`src/rtl/pwm_deadtime_gen.sv`:
```
module pwm_deadtime_gen #(
  parameter int CLK_HZ = 50_000_000,
  parameter int REF_W  = 16
) (
  input  logic             clk,
  input  logic             rst_n,
  input  logic [REF_W-1:0] ref_in,
  input  logic             ref_signed,
  input  logic [2:0]       freq_sel,
  input  logic             carrier_tri,
  input  logic             unipolar,
  input  logic [2:0]       dt_sel,
  output logic             gate_ah,
  output logic             gate_al,
  output logic             gate_bh,
  output logic             gate_bl
);

  localparam int NSEL  = 5;
  localparam int CNT_W = $clog2(CLK_HZ / 6000 + 2);
  localparam int PRD_W = REF_W + CNT_W;

  function automatic int per_of(input int k);
    case (k)
      0:       return CLK_HZ / 100000;
      1:       return CLK_HZ / 50000;
      2:       return CLK_HZ / 25000;
      3:       return CLK_HZ / 12000;
      default: return CLK_HZ / 6000;
    endcase
  endfunction

  function automatic int bp_of(input int k);
    case (k)
      0:       return 0;
      1:       return 75;
      2:       return 150;
      3:       return 230;
      default: return 320;
    endcase
  endfunction

  function automatic logic [CNT_W-1:0] thr(input logic [REF_W-1:0] u, input logic [CNT_W-1:0] s);
    logic [PRD_W-1:0] prod;
    prod = {{CNT_W{1'b0}}, u} * {{REF_W{1'b0}}, s};
    if (&u) return s;
    return prod[PRD_W-1:REF_W];
  endfunction

  logic [CNT_W-1:0] per_lut [NSEL];
  logic [CNT_W-1:0] dt_lut  [NSEL*NSEL];

  for (genvar f = 0; f < NSEL; f++) begin : g_per
    assign per_lut[f] = CNT_W'(per_of(f));
    for (genvar d = 0; d < NSEL; d++) begin : g_dt
      assign dt_lut[f*NSEL+d] = CNT_W'(per_of(f) * bp_of(d) / 10000);
    end
  end

  logic [2:0]       fsel, dsel;
  logic [4:0]       dt_idx;
  logic [CNT_W-1:0] per_new, span_new;
  logic [REF_W-1:0] u_a, u_b;

  assign fsel     = (freq_sel > 3'd4) ? 3'd4 : freq_sel;
  assign dsel     = (dt_sel > 3'd4) ? 3'd4 : dt_sel;
  assign dt_idx   = 5'(fsel) * 5'd5 + 5'(dsel);
  assign per_new  = per_lut[fsel];
  assign span_new = carrier_tri ? (per_new >> 1) : per_new;
  assign u_a      = ref_signed ? {~ref_in[REF_W-1], ref_in[REF_W-2:0]} : ref_in;
  assign u_b      = ~u_a;

  logic             run_q, down_q, tri_q, uni_q;
  logic [CNT_W-1:0] cnt_q, span_q, tha_q, thb_q, dt_q;
  logic             at_end, start;

  assign at_end = tri_q ? (down_q && cnt_q == '0) : (cnt_q == span_q - CNT_W'(1));
  assign start  = !run_q || at_end;

  always_ff @(posedge clk) begin
    if (!rst_n) begin
      run_q  <= 1'b0;
      down_q <= 1'b0;
      tri_q  <= 1'b0;
      uni_q  <= 1'b0;
      cnt_q  <= '0;
      span_q <= '0;
      tha_q  <= '0;
      thb_q  <= '0;
      dt_q   <= '0;
    end else if (start) begin
      run_q  <= 1'b1;
      down_q <= 1'b0;
      cnt_q  <= '0;
      tri_q  <= carrier_tri;
      uni_q  <= unipolar;
      span_q <= span_new;
      tha_q  <= thr(u_a, span_new);
      thb_q  <= thr(u_b, span_new);
      dt_q   <= dt_lut[dt_idx];
    end else if (tri_q && !down_q) begin
      if (cnt_q == span_q - CNT_W'(1)) down_q <= 1'b1;
      else                             cnt_q  <= cnt_q + CNT_W'(1);
    end else if (tri_q) begin
      cnt_q <= cnt_q - CNT_W'(1);
    end else begin
      cnt_q <= cnt_q + CNT_W'(1);
    end
  end

  logic [1:0]       raw, leg_q, hi, lo;
  logic [CNT_W-1:0] dcnt_q [2];

  assign raw[0] = cnt_q < tha_q;
  assign raw[1] = uni_q ? (cnt_q < thb_q) : !raw[0];

  for (genvar g = 0; g < 2; g++) begin : g_leg
    always_ff @(posedge clk) begin
      if (!rst_n) begin
        leg_q[g]  <= 1'b0;
        dcnt_q[g] <= '0;
      end else begin
        leg_q[g] <= raw[g];
        if (raw[g] != leg_q[g])    dcnt_q[g] <= dt_q;
        else if (dcnt_q[g] != '0)  dcnt_q[g] <= dcnt_q[g] - CNT_W'(1);
      end
    end
    assign hi[g] = run_q && leg_q[g]  && dcnt_q[g] == '0;
    assign lo[g] = run_q && !leg_q[g] && dcnt_q[g] == '0;

    p_leg_excl_r9: assert property (@(posedge clk) disable iff (!rst_n) !(hi[g] && lo[g]));
    p_dead_gap_r8: assert property (@(posedge clk) disable iff (!rst_n)
      ($past(run_q) && leg_q[g] != $past(leg_q[g]) && $past(dt_q) != '0) |-> (!hi[g] && !lo[g]));
  end

  assign gate_ah = hi[0];
  assign gate_al = lo[0];
  assign gate_bh = hi[1];
  assign gate_bl = lo[1];

  p_cnt_range_r2: assert property (@(posedge clk) disable iff (!rst_n) run_q |-> cnt_q < span_q);
  p_hold_cfg_r10: assert property (@(posedge clk) disable iff (!rst_n)
    (run_q && !at_end) |=> ($stable(tha_q) && $stable(thb_q) && $stable(span_q) && $stable(dt_q)));
  p_bipolar_r6: assert property (@(posedge clk) disable iff (!rst_n)
    ($past(run_q) && !$past(uni_q)) |-> (leg_q[1] != leg_q[0]));
  p_th_bound_r11: assert property (@(posedge clk) disable iff (!rst_n)
    run_q |-> (tha_q <= span_q && thb_q <= span_q));

endmodule

```
`config.mk`:
```
export PLATFORM = sky130hd
export DESIGN_NAME = pwm_deadtime_gen
export DESIGN_NICKNAME = d
export VERILOG_FILES = /design/src/rtl/pwm_deadtime_gen.sv
export SDC_FILE = /design/constraint.sdc
export NUM_CORES = 1
export LEC_CHECK = 0
export ABC_AREA = 1
export CORE_MARGIN = 10
export CORE_UTILIZATION = 57
export DETAILED_ROUTE_END_ITERATION = 12
export PLACE_DENSITY_LB_ADDON = 0.25
export SLEW_MARGIN = 20
export SYNTH_ARGS = -nofsm -noshare
export SYNTH_HDL_FRONTEND = slang
export SYNTH_SLANG_ARGS = --single-unit
```
`constraint.sdc`:
```
create_clock -name clk -period 7 [get_ports clk]
set_clock_uncertainty 0.2 [all_clocks]
set_input_delay 0.7 -clock clk [delete_from_list [all_inputs] [get_ports clk]]
set_output_delay 0.7 -clock clk [all_outputs]
set_load 0.02 [all_outputs]
```
Yosys cells after proc, flatten, opt, wreduce, memory -nomap -nowiden
Memories as Yosys holds them, arrays and structs flattened. A register that Yosys moved wholly into a read port is not among the register bits. Cells that the tools add are included.

Input port bits: 27. ROM bits: 560. Output and inout port bits: 4. Word-level logic and storage cells: 106. Latch bits: 0. Memories kept: 3. RAM bits: 28. Register bits: 62.

Reduce and logical (&&, ||, !) cells: 26. Mux-type cells: 40. Shifts and indexed selects: 0. $mul: 3. Div/mod/pow operators: 0. Add/sub/neg operators: 6. $lt $le $gt $ge: 5. Bitwise operators: 9. Equality and inequality tests: 4.

Memory list: (name not given) (depth 32, width 14, read ports 1, clocked after Yosys merged registers in 1, wr ports 0, line 100) `dt_q <= dt_lut[dt_idx];`; (name not given) (depth 8, width 14, read ports 1, clocked after Yosys merged registers in 0, wr ports 0, line 68) `assign per_new = per_lut[fsel];`; dcnt_q (depth 2, width 14, read ports 2, clocked after Yosys merged registers in 0, wr ports 2, line 112) `logic [CNT_W-1:0] dcnt_q [2];`.

Operators by type and width (count): 2-to-1 mux 14 bit (14); multiplier 16 x 14 -> 30 bit (2); subtractor 14 x 1 -> 14 bit (second input constant) (4); zero test 14 bit (3); AND reduction 16 bit (2); < comparator 14 bit (2); nonzero test 14 bit (2); 2-to-1 mux 1 bit (23); 2-to-1 mux 16 bit (1); inverter 16 bit (1); adder 14 x 1 -> 14 bit (second input constant) (1); == test 14 bit (1); logical AND 1 bit (10); > comparator 3 bit (second input constant) (2); zero test 1 bit (6); 2-to-1 mux 3 bit (2); inverter 5 -> 6 bit (1); adder 5 x 3 -> 5 bit (1); multiplier 3 x 3 -> 5 bit (second input constant) (1); greater-or-equal comparator 4 bit (second input constant) (1); inverter 3 -> 4 bit (1); bitwise OR 1 bit (4); inequality test 1 bit (2); inequality test 2 bit (second input constant) (1); 4 further kinds (5).

Depth between registers and ports, before layout
Gate-level depths: netlist of the first run.

Depth in word-level cells: 9. Gate-level depth with buffers: 37. Mapped depth without buffers: 37.

Least setup slack after synthesis of the first run
OpenSTA, ideal clock, no wires.

Path type: input-to-reg. Start: input port freq_sel[2]. End: register tha_q[8]. Stages: 34. Slack: 231 ps. Arrival time: 6459 ps. Setup time: 110 ps. Required time: 6690 ps. Buffers on the path: 2. Cells stage by stage: buf_2 -> nor2_1 -> ha_1 -> nand2_1 -> nand2_1 -> nand2_1 -> inv_2 -> buf_1 -> nor2_1 -> fa_1 -> inv_1 -> fa_1 -> inv_1 -> fa_1 -> inv_1 -> fa_1 -> inv_1 -> fa_1 -> inv_1 -> fa_1 -> inv_1 -> ha_1 -> nand2_1 -> nand2_1 -> a21oi_1 -> o21ai_0 -> a21oi_1 -> nand2_1 -> nand2_1 -> nand3_1 -> o21ai_0 -> nand2_1 -> inv_1 -> nor2_1.

Word-level cells in the longest chain between the ends: 9. Elaborated cells between the ends (all ways): 10. Classes of those cells: 1 x mul; 1 x order compare; 6 x mux; 1 x bitwise; 1 x memory.

RTL lines: from (decl) (line 9) `input logic [2:0] freq_sel,`; > comparator 3 bit (line 65) `assign fsel = (freq_sel > 3'd4) ? 3'd4 : freq_sel;`; 2-to-1 mux 3 bit (*) (line 65); inverter 3 -> 4 bit (implied by the code) (*) (line 68); memory read (8 x 14 bit) (*); 2-to-1 mux 14 bit (implied by the code) (*) (2 in a row) (line 68); 2-to-1 mux 14 bit (*) (line 69) `assign span_new = carrier_tri ? (per_new >> 1) : per_new;`; multiplier 16 x 14 -> 30 bit / 2-to-1 mux 14 bit (equally long branches) (line 45, 46); 2-to-1 mux 14 bit (*) (line 47) `return prod[PRD_W-1:REF_W];`; to (signal assigned) (line 98) `tha_q <= thr(u_a, span_new);`; to (decl) (line 74) `logic [CNT_W-1:0] cnt_q, span_q, tha_q, thb_q, dt_q;`.

Mark *: on every way between the ends. The rest lies on a longest branch, timed or not. The select of a mux whose other input is x is not followed. A chain may end at the register's enable or synchronous reset.

Worst setup path in the final report of the first run
Start: input port freq_sel[0]. End: register tha_q[12].

Same word-level chain as after synthesis.

==> results of run 1 <==
[logic make-up (layout without fill, tap and decap cells)]
| group | Yosys count | in the layout | share of synthesized area |
|---|---|---|---|
| adder cells (fa/ha/maj) | 559 | 559 | 0.429 |
| buffers and inverters | 775 | 1001 | 0.133 |
| AND/OR/NAND/NOR | 1396 | 1396 | 0.260 |
| XOR/XNOR | 32 | 32 | 0.0127 |
| AO/OA/AOI/OAI | 251 | 251 | 0.0614 |
| flip-flops | 99 | 99 | 0.103 |
| multiplexers | 1 | 1 | 0.000510 |
[power groups by stage]
| stage | logic (mW) | registers, mW | clock network (mW) |
|---|---|---|---|
| floorplan | 6.25 | 0.793 | 0 |
| global placement | 10.8 | 0.809 | 0 |
| detailed placement | 10.9 | 0.815 | 0 |
| CTS | 11.3 | 0.801 | 0.519 |
| global route | 14.4 | 0.815 | 0.538 |
| finish | 13.1 | 0.802 | 0.511 |
[critical path: cells and delay by family]
family / cells / cell delay [ns]
AO/OA/AOI/OAI: 2 / 0.37
buffers and inverters: 10 / 1.10
adder cells (fa/ha/maj): 8 / 3.74
AND/OR/NAND/NOR: 13 / 1.02
[path summary, 6_finish.rpt]
path / startpoint / endpoint / slack, ns / depth (start not counted)
max: freq_sel[0] / tha_q[12] / 0.12 / 33
min: thb_q[2] / thb_q[2] / 0.26 / 2
max reg2reg: span_q[0] / thb_q[0] / 3.25 / 16
min reg2reg: thb_q[2] / thb_q[2] / 0.26 / 2
[flip-flops by register name, indices dropped and copies added (netlist names)]
signal and count:
tha_q 14, dt_q 9, span_q 14, thb_q 14
cnt_q 14, run_q 1, down_q 1, dcnt_q 28
uni_q 1, tri_q 1, leg_q 2
[routing by layer]
metal / share of wire / GRT usage / vias up
li1: - / - / 9913
met3: 0.094 / 0.0549 / 250
met1: 0.39 / 0.407 / 10300
met2: 0.47 / 0.531 / 1074
met4: 0.046 / 0.127 / 2
met5: 0.00085 / 0.0104 / -
[cell usage after synthesis (all sizes together), types with 9 or more instances]
cell and n:
nand2 709, inv 655, nor2 423, fa 329, ha 230, nand3 149, o21ai 116, a21oi 94
clkbuf 89, dfxtp 71, nand4 46, nor3 36, edfxtp 28, buf 24, nor4 20, xnor2 17
xor2 15, o21bai 11, a21o 9
[through the flow]
step                      hold slack (ns)  setup slack, ns
final                               0.261            0.122
after floorplan                     0.219            0.231
after global routing                0.274          -0.0606
after CTS                           0.261        0.0000879
after global placement              0.236           -0.720
after detailed placement            0.246           -0.733
[what timing repair did]
item	CTS	global route
setup buffers	3	13
cloned	1	1
endpoints found under the setup margin	28	28
pin swaps	16	84
gates resized for setup	57	205
[final cells by class]
type	count	area (um^2)	share of cell area
multi-input combinational	2239	17700	0.676
timing repair buffer	322	2760	0.105
inverter	662	2500	0.0954
sequential	99	2260	0.0864
tap	518	648	0.0247
clock buffer	9	225	0.00860
clock inverter	7	70.1	0.00268
timing repair inverter	1	11.3	0.000430
==> impl_metrics.py, run 1 <==
metrics = {
    "run": {
        "maxCapViolations": 0,
    },
    "floorplan": {
        "num_rows": 72,
        "die_h_um": 217,
        "pin_count": 31,
        "die_area_mm2": 0.0470,
        "die_width_um": 217,
        "core_mm2": 0.0385,
        "initial_utilization": 0.574,
    },
    "layout": {
        "layout-drive-gt1-share": 0.158,
        "final_common_cell": "nand2_1",
        "finalInstanceArea_mm2": 0.0262,
        "fin_util": 0.681,
        "area_growth_syn_to_layout_pct": 18.7,
        "layout_common_cells": "670 x nand2_1, 628 x inv_1, 379 x nor2_1, 319 x fa_1, 264 x buf_4",
        "nFillCells": 3361,
        "final_cell_count_no_fill": 3857,
        "n_antenna_cell": 0,
        "nets": 3920,
    },
    "clock_network": {
        "cts_sinks": 99,
        "cts_tree": "yes",
        "clk_pin_slew_ns": 0.08,
        "cts_buffers": 9,
        "clock_latency_ns": 0.36,
        "cts_hold_buf": 0,
        "clockBufferDepth": 2,
        "htree_levels": 3,
        "root_buffer": "clkbuf_16",
    },
    "critical_path": {
        "cp_slowest_cell": "fa_1",
        "worst-endpoint-required_ns": 7.06,
        "crit_type": "input pin to flip-flop",
        "critPathLaunchType": "input pin",
        "crit_path_max_incr_delay_ns": 0.59,
        "crit_path_frequent_cell": "fa_1",
        "worstSetupEndpointType": "flip-flop",
        "arrival_ns": 6.94,
        "cp_max_fo": 4,
    },
    "route": {
        "wirelength_um": 75100,
        "drc": 0,
        "drt_pass1_iterations": 6,
        "vias_per_cell": 5.58,
        "ant_nets": 0,
        "wl_per_cell_um": 19.5,
        "num_vias": 21500,
        "drt_iter0_markers": 2226,
    },
    "global_routing": {
        "grt_remaining_overflow": 0,
        "first_global_vias": 22400,
        "antenna_found_initial": 0,
        "track_usage": 0.319,
        "grt_max_degree": 61,
        "grt_pass1_wl_um": 119000,
    },
    "power": {
        "p_leak_nw": 13.9,
        "p_int_mw": 6.55,
        "clkPwrFrac": 0.035,
        "powerDensity_mw_per_mm2": 550,
        "p_switching_mw": 7.86,
        "vdd_ir_drop_max_mv": 0.968,
        "finalPower_mw": 14.4,
        "p_comb_frac": 0.909,
        "seqPwrFrac": 0.056,
        "switching_share": 0.546,
    },
    "logic_synthesis": {
        "ys_seq_area_frac": 0.103,
        "synth-edff-count": 28,
        "ys.flop_type": "dfxtp_1",
        "syn_area_per_cell_um2": 7.09,
        "syn_inst": 3113,
        "synth-seq-cells": 99,
        "yosys.area.top_type": "fa_1",
        "synth.net_count": 3699,
        "synthArstFlopShare": 0,
        "yosys_warnings": 0,
        "synth_cell_types": 45,
        "synthesis.area_mm2": 0.0221,
        "synth_top_area_share": 0.299,
        "synth_area_leaders": "fa_1 30%, ha_1 13%, nand2_1 12%",
    },
    "timing": {
        "fmax_mhz": 145,
        "timing.final.hold_violations": 0,
        "slew_viol_final": 0,
        "tightest_slew_ns": 1.08,
        "setup_tns_ns": 0,
        "relSlewSlack": 0.275,
        "fin_crit_sh": 0.983,
        "setup_viol": 0,
        "fin_crit_ns": 6.88,
    },
    "outcome": {
        "outcome": "finished, final reports clean",
    },
    "placed_design": {
        "gp_congestion": 0.959,
        "dp_cells": 3823,
        "dp.final_hpwl_um": 61300,
        "place_area_mm2": 0.0248,
        "portBuffers": 30,
    },
    "min_path": {
        "holdCritPathClass": "flip-flop to flip-flop",
    },
}
No activity file was read; power rests on OpenSTA's default activity.
==> inputs of run 2 (changes only) <==
Settings changed: CTS_CLUSTER_DIAMETER set to 150.
==> results of run 2 <==
Final layout, timing and power as in run 1 (identical DEF).
